File: config.mk
export PLATFORM = sky130hd
export DESIGN_NAME = univ_shreg
export DESIGN_NICKNAME = d
export VERILOG_FILES = /design/src/rtl/univ_shreg.sv
export SDC_FILE = /design/constraint.sdc
export NUM_CORES = 1
export LEC_CHECK = 0
export BUFFER_PORTS_ARGS = -buffer_cell sky130_fd_sc_hd__buf_2
export CAP_MARGIN = 20
export CORE_MARGIN = 2
export CORE_UTILIZATION = 30
export DETAILED_ROUTE_END_ITERATION = 10
export GPL_ROUTABILITY_DRIVEN = 1
export SLEW_MARGIN = 20
export SYNTH_ARGS = -nofsm -noshare
export SYNTH_HDL_FRONTEND = slang
export SYNTH_SLANG_ARGS = --single-unit
File: constraint.sdc
create_clock -name clk -period 1.15 [get_ports clk]
set_input_delay 0.115 -clock clk [delete_from_list [all_inputs] [get_ports clk]]
set_output_delay 0.115 -clock clk [all_outputs]
set_load 0.005 [all_outputs]
File: src/rtl/univ_shreg.sv
module univ_shreg #(
  parameter int W = 8
) (
  input  logic         clk,
  input  logic         clr_n,
  input  logic [1:0]   mode,
  input  logic         en_a_n,
  input  logic         en_b_n,
  input  logic         ser_rt,
  input  logic         ser_lf,
  input  logic [W-1:0] pad_in,
  output logic [W-1:0] pad_out,
  output logic [W-1:0] pad_oe,
  output logic         tap_lo,
  output logic         tap_hi
);
  localparam logic [1:0] M_HOLD = 2'b00;
  localparam logic [1:0] M_UP   = 2'b01;
  localparam logic [1:0] M_DN   = 2'b10;
  localparam logic [1:0] M_LD   = 2'b11;

  logic [W-1:0] st, nxt;
  logic         drive;

  always_comb begin
    case (mode)
      M_UP:    nxt = {st[W-2:0], ser_rt};
      M_DN:    nxt = {ser_lf, st[W-1:1]};
      M_LD:    nxt = pad_in;
      default: nxt = st;
    endcase
  end

  always_ff @(posedge clk or negedge clr_n)
    if (!clr_n) st <= '0;
    else        st <= nxt;

  assign drive   = !en_a_n && !en_b_n && (mode != M_LD);
  assign pad_oe  = {W{drive}};
  assign pad_out = st;
  assign tap_lo  = st[0];
  assign tap_hi  = st[W-1];

  p_hold_r1: assert property (@(posedge clk) disable iff (!clr_n)
    mode == M_HOLD |=> pad_out == $past(pad_out));
  p_up_r2: assert property (@(posedge clk) disable iff (!clr_n)
    mode == M_UP |=> pad_out == {$past(pad_out[W-2:0]), $past(ser_rt)});
  p_dn_r3: assert property (@(posedge clk) disable iff (!clr_n)
    mode == M_DN |=> pad_out == {$past(ser_lf), $past(pad_out[W-1:1])});
  p_load_r4: assert property (@(posedge clk) disable iff (!clr_n)
    mode == M_LD |=> pad_out == $past(pad_in));
  p_ld_off_r4: assert property (@(posedge clk) disable iff (!clr_n)
    mode == M_LD |-> pad_oe == '0);
  p_en_off_r5: assert property (@(posedge clk) disable iff (!clr_n)
    (en_a_n || en_b_n) |-> pad_oe == '0);
  p_taps_r8: assert property (@(posedge clk) disable iff (!clr_n)
    tap_lo == pad_out[0] && tap_hi == pad_out[W-1]);
  always @(posedge clk)
    if (!clr_n) p_clr_r7: assert (pad_out == '0);
endmodule

After elaboration in Yosys (flattened, before gate mapping):

Cells that the tools add are included.

* register bits after elaboration: 8
* bits in latches: 0
* RAM bits: 0
* memory bits (read-only): 0
* bits of input ports: 16
* output and inout port bits: 18
* memories kept: 0

* add/subtract/negate cells: 0
* $mul: 0
* divide/modulo/power cells: 0
* $lt $le $gt $ge: 0
* eq/ne operators: 4
* shifts and indexed selects: 0
* mux-type cells: 1
* bitwise gates (word level): 0
* reduce and logical (&&, ||, !) cells: 5

Operators with widths (number)
* $pmux W8 S3: 1
* $eq A2 B2 Y1 const B: 2
* $reduce_bool A3 Y1: 1
* $eq A2 B1 Y1 const B: 1
* $logic_and A1 B1 Y1: 2
* $logic_not A1 Y1: 2
* $ne A2 B2 Y1 const B: 1

Logic depth before layout (Yosys ltp):

Gate-level depths: netlist of run 1.

* depth in word-level cells: 3
* gate-level depth with buffers: 3
* gate-level depth less buffers: 1

Worst setup path before layout of run 1:

No wires, ideal clock.

* path type: input -> output
* from: input mode[0]
* to: output pad_oe[0]
* arrival: 1.056 ns
* data required time: 1.035 ns
* path slack: -0.021 ns
* cell stages on the path: 3
* path through: buf_6 > a211oi_1 > buf_4

* longest elaborated chain between the ends: 2

RTL lines
* from (decl): RTL line 6 `input logic [1:0] mode,`
* $ne A2 B2 Y1: RTL line 38 `assign drive = !en_a_n && !en_b_n && (mode != M_LD);`
* $logic_and A1 B1 Y1: RTL line 38
* to (decl): RTL line 13 `output logic [W-1:0] pad_oe,`

No other way between the ends.

Worst setup path after layout of run 1:

* from: input mode[0]
* to: output pad_oe[1]

Same word-level chain as after synthesis.

==> impl_metrics.csv, run 1 <==
group,metric,value,unit
critical_path,crit_type,"in -> out",
cts,clockBufferDepth,2,
placement,place.gp.congestion,0.610,
synthesis,synthTopCellsByArea,"dfrtp_1 (41%), mux4_2 (37%), buf_4 (15%)",
synthesis,synth_area,485,um^2
cts,numClockSinks,8,
critical_path,reg2reg_from,"pad_out[2]",
sta,finalSetupTns,0,ns
drt,drcViolationCount,0,
cts,clkSlewWorstSetupHoldPaths,0.05,ns
synthesis,netlist_instances,29,
grt,grt_pass1_vias,312,
finish,area.growth.synth_to_final,27.3,%
cts,cts_htree_levels,1,
cts,cts_setup_buffers,0,
synthesis,ys_seq_area_share,41.2,%
drt,routed_via_density,4.87,
finish,diodes,0,
critical_path,crit_arrival,0.89,ns
grt,grt_first_pass_wirelength,1370,um
die,die_h,44.2,um
power,power.share.combinational,29.2,%
drt,num_vias,346,
drt,wl_per_cell,12.6,um
synthesis,synthXorXnorAreaFrac,0,%
synthesis,synth_top_family_by_area,"multiplexers",
drt,dr.pass1.iters,4,
synthesis,synthAdderAreaFrac,0,%
synthesis,ys_warn_count,0,
placement,io_buffers,33,
sta,final-setup-viol-count,0,
placement,placedCellCount,67,
synthesis,synth_compound_area_share,1.55,%
critical_path,crit_path_end_kind,"output port",
sta,post-route-period-util,87.4,%
critical_path,cp.required,1.03,ns
placement,hpwl,739,um
synthesis,yosysUniqueCellTypes,5,
job,cap_violations,0,
power,p_sw,0.232,mW
sta,hold_violations,0,
cts,cts_made_buffers,3,
die,ios,34,
power,clkPwrFrac,24.6,%
critical_path,start_kind,"primary input",
finish,drive_gt1_share,83.6,%
finish,largest_reg_flops,8,
grt,grt_max_degree,10,
hold_path,min_from,"pad_in[0]",
sta,rsz0062_at_grt,"false",
synthesis,ys_ff_latch,8,
finish,nNetsFinal,73,
power,power.internal,0.636,mW
drt,wirelength,895,um
power,power_density,1400,nW/um^2
die,floorplan.die_area,1960,um^2
cts,cts_tree,"done",
critical_path,crit_start,"mode[0]",
grt,track_usage,10.8,%
die,start_util,32.2,%
sta,finalMaxSlewViolations,0,
cts,cts_resized,0,
sta,period_needed,1.00,ns
run_status,status,"complete, no violations",
synthesis,synth_top_area_share,41.2,%
synthesis,synth-simple-area-share,0,%
power,leakagePower,0.308,nW
die,dieWidth,44.2,um
sta,skew,0.00543,ns
die,core-area,1510,um^2
synthesis,synthMuxAreaShare,37.1,%
cts,insertion_delay,0.25,ns
synthesis,synth.largest_area_cell,"dfrtp_1",
critical_path,worstPathMaxFanout,9,
power,p_sw_share,26.7,%
drt,detail-route-antenna-nets,0,
synthesis,syn_avg_cell_area,16.7,um^2
die,num_rows,14,
cts,root_buffer,"clkbuf_4",
grt,antenna_found_initial,0,
sta,relSlewSlack,75.9,%
grt,grt_overflow,0,
sta,max_freq,995,MHz
power,pwr-share-seq,46.1,%
power,peakVddDrop,0.000443,V
sta,worst_pin_slew,0.362,ns
synthesis,synth_fp_nets,45,
hold_path,min_path_type,"in -> reg",
finish,layout.cells.non_filler,71,
drt,initialDrtViolationCount,1,
-- final timing paths --
check,endpoint,slack [ns],cells past startpoint
worst min register to register,pad_out[0],0.63,1
min in group asynchronous,pad_out[4],0.23,2
worst min-delay path,pad_out[0],0.18,2
max in group asynchronous,pad_out[1],0.76,2
worst max register to register,pad_out[1],0.16,1
worst max-delay path,pad_oe[1],0.15,3
-- cell usage after synthesis --
library cell and n:
buf_4 10, dfrtp_1 8, mux4_2 8, buf_6 2, a211oi_1 1
-- cell usage in the layout, fill, tap and decap left out --
cell and instances:
buf_4 1, mux4_2 8, dlygate4sd3_1 1, a211oi_2 1, dfrtp_1 8, buf_2 33
clkbuf_4 3
-- layer usage --
metal  vias to the layer above  wire length [um]  GRT usage [%]
met5                         -                 0              0
met4                         0                28           12.7
met3                         2                89           2.45
met2                        23               424           14.7
met1                       167               354           13.0
li1                        154                 -              -
-- stage by stage --
step / hold slack (ns) / total power [mW] / util (%) / instance area (um^2) / setup slack, ns
final: 0.183 / 0.867 / 41.0 / 618 / 0.145
after global routing: 0.170 / 0.925 / 41.0 / 618 / 0.0612
after CTS: 0.176 / 0.882 / 41.0 / 618 / 0.115
after detailed placement: -0.0329 / 0.661 / 38.9 / 586 / 0.0929
after global placement: -0.0371 / 0.658 / 38.9 / 586 / 0.100
after floorplan: -0.181 / 0.567 / - / 490 / 0.182
-- critical path, cell delays in order --
cell and delay [ns]:
buf_2 0.19, a211oi_2 0.40, buf_2 0.19
-- power groups by stage --
stage | clock network [mW] | registers [mW] | logic (mW)
after floorplan | 0 | 0.400 | 0.167
after global placement | 0 | 0.405 | 0.253
after detailed placement | 0 | 0.404 | 0.257
after CTS | 0.221 | 0.401 | 0.260
after global routing | 0.234 | 0.411 | 0.279
final | 0.214 | 0.400 | 0.254
-- logic make-up after synthesis --
kind of cell | after synthesis
AOI/OAI and AO/OA | 1
buffers and inverters | 12
DFF | 8
muxes | 8
-- final cells by class --
class	instances	area, um^2
tap	16	20.0
clock buffer	3	22.5
multi-input combinational	9	193
timing repair buffer	35	183
sequential	8	200
fill	154	888
-- what timing repair did --
action / CTS / global route
hold buffers: 1 / 0
endpoints found under the hold margin: 8 / 0
endpoints found under the setup margin: 0 / 0
Power figures use the tool's default switching activity.
==> inputs of run 2 (changes only) <==
==> constraint.sdc (replaced) <==
create_clock -name clk -period 1.3 [get_ports clk]
set_input_delay 0.26 -clock clk [delete_from_list [all_inputs] [get_ports clk]]
set_output_delay 0.26 -clock clk [all_outputs]
set_load 0.005 [all_outputs]
==> impl_metrics.csv, run 2 (synthesized netlist as in run 1, its figures left out) <==
group,metric,value,unit
power,power_density,1190,nW/um^2
grt,grt_pass1_vias,316,
drt,routed_via_density,4.69,
drt,wl_per_cell,11.4,um
sta,max_freq,832,MHz
critical_path,crit_path_end_kind,"output port",
sta,hold_violations,0,
cts,insertion_delay,0.24,ns
cts,clockBufferDepth,2,
drt,dr.pass1.iters,2,
placement,place.gp.congestion,0.628,
drt,num_vias,347,
finish,final_common_cell,"buf_2",
die,die_h,44.2,um
die,ios,34,
sta,finalSetupTns,0,ns
sta,period_needed,1.20,ns
sta,rsz0062_at_grt,"false",
placement,post-place-ws,0.0833,ns
finish,drive_gt1_share,84.5,%
cts,cts_made_buffers,3,
die,start_util,32.2,%
cts,numClockSinks,8,
finish,fin_area,641,um^2
die,floorplan.die_area,1960,um^2
finish,nNetsFinal,76,
cts,cts_tree,"done",
hold_path,min_path_type,"in -> reg",
critical_path,worstPathMaxFanout,8,
critical_path,crit_arrival,0.94,ns
sta,finalMaxSlewViolations,0,
sta,post-route-period-util,92.5,%
placement,io_buffers,33,
drt,drcViolationCount,0,
grt,grt_overflow,0,
power,leakagePower,0.322,nW
cts,clkSlewWorstSetupHoldPaths,0.05,ns
placement,placedCellCount,70,
finish,largest_reg_flops,8,
finish,area.growth.synth_to_final,32.0,%
critical_path,reg2reg_depth,1,
finish,diodes,0,
placement,hpwl,731,um
sta,fin_ws,0.0981,ns
finish,multi_input_comb_area,193,um^2
finish,layout.cells.non_filler,74,
sta,worst_pin_slew,0.368,ns
die,num_rows,14,
critical_path,cp.required,1.04,ns
critical_path,start_kind,"primary input",
die,core-area,1510,um^2
critical_path,crit_type,"in -> out",
drt,detail-route-antenna-nets,0,
run_status,status,"complete, no violations",
grt,grt_first_pass_wirelength,1300,um
placement,placed_area,608,um^2
sta,final-setup-viol-count,0,
sta,relSlewSlack,75.4,%
finish,final_cell_mix,"buf_2 (33), mux4_2 (8), dfrtp_1 (8)",
hold_path,min_path_cells,2,
cts,cts_htree_levels,1,
finish,fillers,155,
grt,track_usage,10.1,%
power,peakVddDrop,0.000336,V
drt,initialDrtViolationCount,4,
cts,cts_resized,0,
job,cap_violations,0,
sta,skew,0.00212,ns
cts,root_buffer,"clkbuf_4",
finish,seq_area,200,um^2
grt,grt_max_degree,9,
drt,wirelength,847,um
grt,antenna_found_initial,0,
die,dieWidth,44.2,um
[run 2: cell type report]
class	instances	share of cell area [%]
sequential	8	31.3
clock buffer	3	3.52
timing repair buffer	38	32.0
tap	16	3.13
multi-input combinational	9	30.1
[run 2: metrics by stage]
stage	util [%]	hold WS [ns]	power, mW
after detailed placement	40.4	0.108	0.591
after global routing	42.5	0.320	0.822
final	42.5	0.333	0.764
after CTS	42.5	0.327	0.776
after floorplan	-	-0.0356	0.502
after global placement	40.4	0.108	0.589
[run 2: power by group]
part           switching [mW]  total [mW]  internal, mW
Sequential             0.0516       0.356         0.304
Combinational          0.0712       0.230         0.159
Clock                  0.0727       0.178         0.105
[run 2: path summary, 6_finish.rpt]
kind / startpoint / endpoint / slack (ns)
max in group asynchronous: clr_n / pad_out[7] / 0.75
setup / recovery: mode[0] / pad_oe[5] / 0.1
min in group asynchronous: clr_n / pad_out[1] / 0.38
hold reg to reg: pad_out[0] / pad_out[0] / 0.63
setup reg to reg: pad_out[3] / pad_out[2] / 0.31
hold / removal: pad_in[0] / pad_out[0] / 0.33
[run 2: per-layer routing]
layer	global-route usage (%)	part of all wire [%]
met2	13.5	48
met5	0	0
met4	10.9	2.2
met3	2.86	8.7
met1	12.1	41
[run 2: what timing repair did]
| item | CTS | global route |
|---|---|---|
| hold endpoints to repair | 8 | 0 |
| setup buffers | 0 | 0 |
| hold buffers | 1 | 0 |
[run 2: critical path: stages]
cell and delay [ns]:
buf_2 0.12, a211oi_2 0.38, buf_2 0.19
==> inputs of run 3 (changes only) <==
clock period = 1.45 ns   (was 1.3 ns; I/O delays follow)
==> impl_metrics.csv, run 3 (synthesized netlist as in run 1, its figures left out) <==
group,metric,value,unit
run_status,status,"complete, no violations",
sta,finalMaxSlewViolations,0,
sta,post-route-period-util,87.1,%
cts,insertion_delay,0.24,ns
critical_path,crit_type,"in -> out",
critical_path,slowest_delay,0.37,ns
drt,drcViolationCount,0,
critical_path,worstPathCellList,"buf_2 > a211oi_2 > buf_2",
finish,layout.cells.non_filler,72,
die,num_rows,14,
placement,placedCellCount,68,
drt,routed_via_density,4.93,
hold_path,min_path_type,"in -> reg",
placement,io_buffers,33,
sta,rsz0062_at_grt,"false",
critical_path,worstPathMaxFanout,8,
cts,clkSlewWorstSetupHoldPaths,0.05,ns
die,dieWidth,44.2,um
die,start_util,32.2,%
power,p_sw_share,25.8,%
power,leakagePower,0.317,nW
grt,track_usage,11.0,%
drt,dr.pass1.iters,2,
critical_path,crit_arrival,0.97,ns
die,floorplan.die_area,1960,um^2
drt,routed.top_layer,"met4",
drt,num_vias,355,
job,cap_violations,0,
power,pwr-share-seq,46.7,%
grt,grt_max_degree,9,
cts,cts_resized,0,
power,power.share.combinational,30.4,%
cts,cts_htree_levels,1,
power,power_density,1080,nW/um^2
cts,cts_setup_buffers,0,
critical_path,critPathTopFamily,"compound AO/OA/AOI/OAI gates",
finish,fillers,153,
finish,nNetsFinal,74,
critical_path,reg2reg_depth,1,
drt,detail-route-antenna-nets,0,
finish,area.growth.synth_to_final,31.4,%
sta,period_needed,1.26,ns
sta,relSlewSlack,76.0,%
hold_path,min_path_cells,2,
critical_path,crit_path_end_kind,"output port",
drt,initialDrtViolationCount,1,
placement,place.gp.congestion,0.633,
finish,final_cell_mix,"buf_2 (33), mux4_2 (8), dfrtp_1 (8)",
power,p_sw,0.177,mW
cts,root_buffer,"clkbuf_4",
cts,cts_tree,"done",
sta,finalSetupTns,0,ns
critical_path,crit_cells,3,
die,die_h,44.2,um
drt,wirelength,918,um
finish,largest_reg_flops,8,
grt,grt_first_pass_wirelength,1490,um
finish,diodes,0,
finish,final_common_cell,"buf_2",
critical_path,path_common_cell,"buf_2",
finish,multi_input_comb_area,193,um^2
cts,clockBufferDepth,2,
finish,drive_gt1_share,83.9,%
sta,final-setup-viol-count,0,
finish,seq_area,200,um^2
sta,skew,0.000531,ns
sta,hold_violations,0,
drt,dr_wl_met3,79,um
critical_path,start_kind,"primary input",
drt,wl_per_cell,12.8,um
grt,grt_overflow,0,
critical_path,critPathSlowestCell,"a211oi_2",
critical_path,cp.required,1.16,ns
sta,max_freq,792,MHz
drt,wl_met2,478,um
drt,wl_met1,347,um
grt,grt_pass1_vias,328,
cts,numClockSinks,8,
power,peakVddDrop,0.000314,V
cts,cts_made_buffers,3,
die,ios,34,
power,power.internal,0.509,mW
grt,antenna_found_initial,0,
die,core-area,1510,um^2
finish,post-route-util,42.4,%
sta,hold_ws,0.368,ns
power,clkPwrFrac,22.9,%
critical_path,cp_num_buf_inv,2,
sta,worst_pin_slew,0.359,ns
[run 3: cell types whose count changed in the layout (fill, tap and decap cells not counted)]
| cell | before | now |
|---|---|---|
| buf_12 | 0 | 1 |
| buf_4 | 4 | 1 |
[run 3: path summary, 6_finish.rpt]
kind	start	to	slack, ns
worst min-delay path	pad_in[7]	pad_out[7]	0.37
max in group asynchronous	clr_n	pad_out[4]	0.88
worst min register to register	pad_out[7]	pad_out[7]	0.63
worst max-delay path	mode[0]	pad_oe[4]	0.19
min in group asynchronous	clr_n	pad_out[1]	0.41
worst max register to register	pad_out[3]	pad_out[3]	0.43
[run 3: metal layers]
| metal | track usage, % | vias to the layer above |
|---|---|---|
| met1 | 14.0 | 175 |
| met4 | 7.27 | 0 |
| met5 | 0 | - |
| met2 | 16.8 | 21 |
| met3 | 2.45 | 2 |
| li1 | - | 157 |
[run 3: metrics by stage]
stage | total power [mW] | cell area [um^2] | setup WS (ns)
global placement | 0.529 | 606 | 0.209
CTS | 0.700 | 638 | 0.160
global route | 0.743 | 638 | 0.111
detailed placement | 0.536 | 606 | 0.165
floorplan | 0.450 | 490 | 0.154
finish | 0.687 | 638 | 0.188
[run 3: final cells by class]
class                   instances  share of cell area, %
flip-flops and latches          8                   31.4
clock buffers                   3                   3.53
repair buffers                 36                   31.8
multi-input cells               9                   30.2
well taps                      16                   3.14
[run 3: what timing repair did]
item / in CTS / in global routing
hold buffers: 1 / 0
endpoints found under the hold margin: 8 / 0
endpoints found under the setup margin: 0 / 0
[run 3: power groups by stage]
stage	combinational (mW)	clock (mW)	sequential (mW)
3_5_place_dp	0.212	0	0.324
2_1_floorplan	0.133	0	0.317
6_report	0.209	0.157	0.321
4_1_cts	0.214	0.165	0.321
3_3_place_gp	0.208	0	0.321
5_1_grt	0.229	0.183	0.330
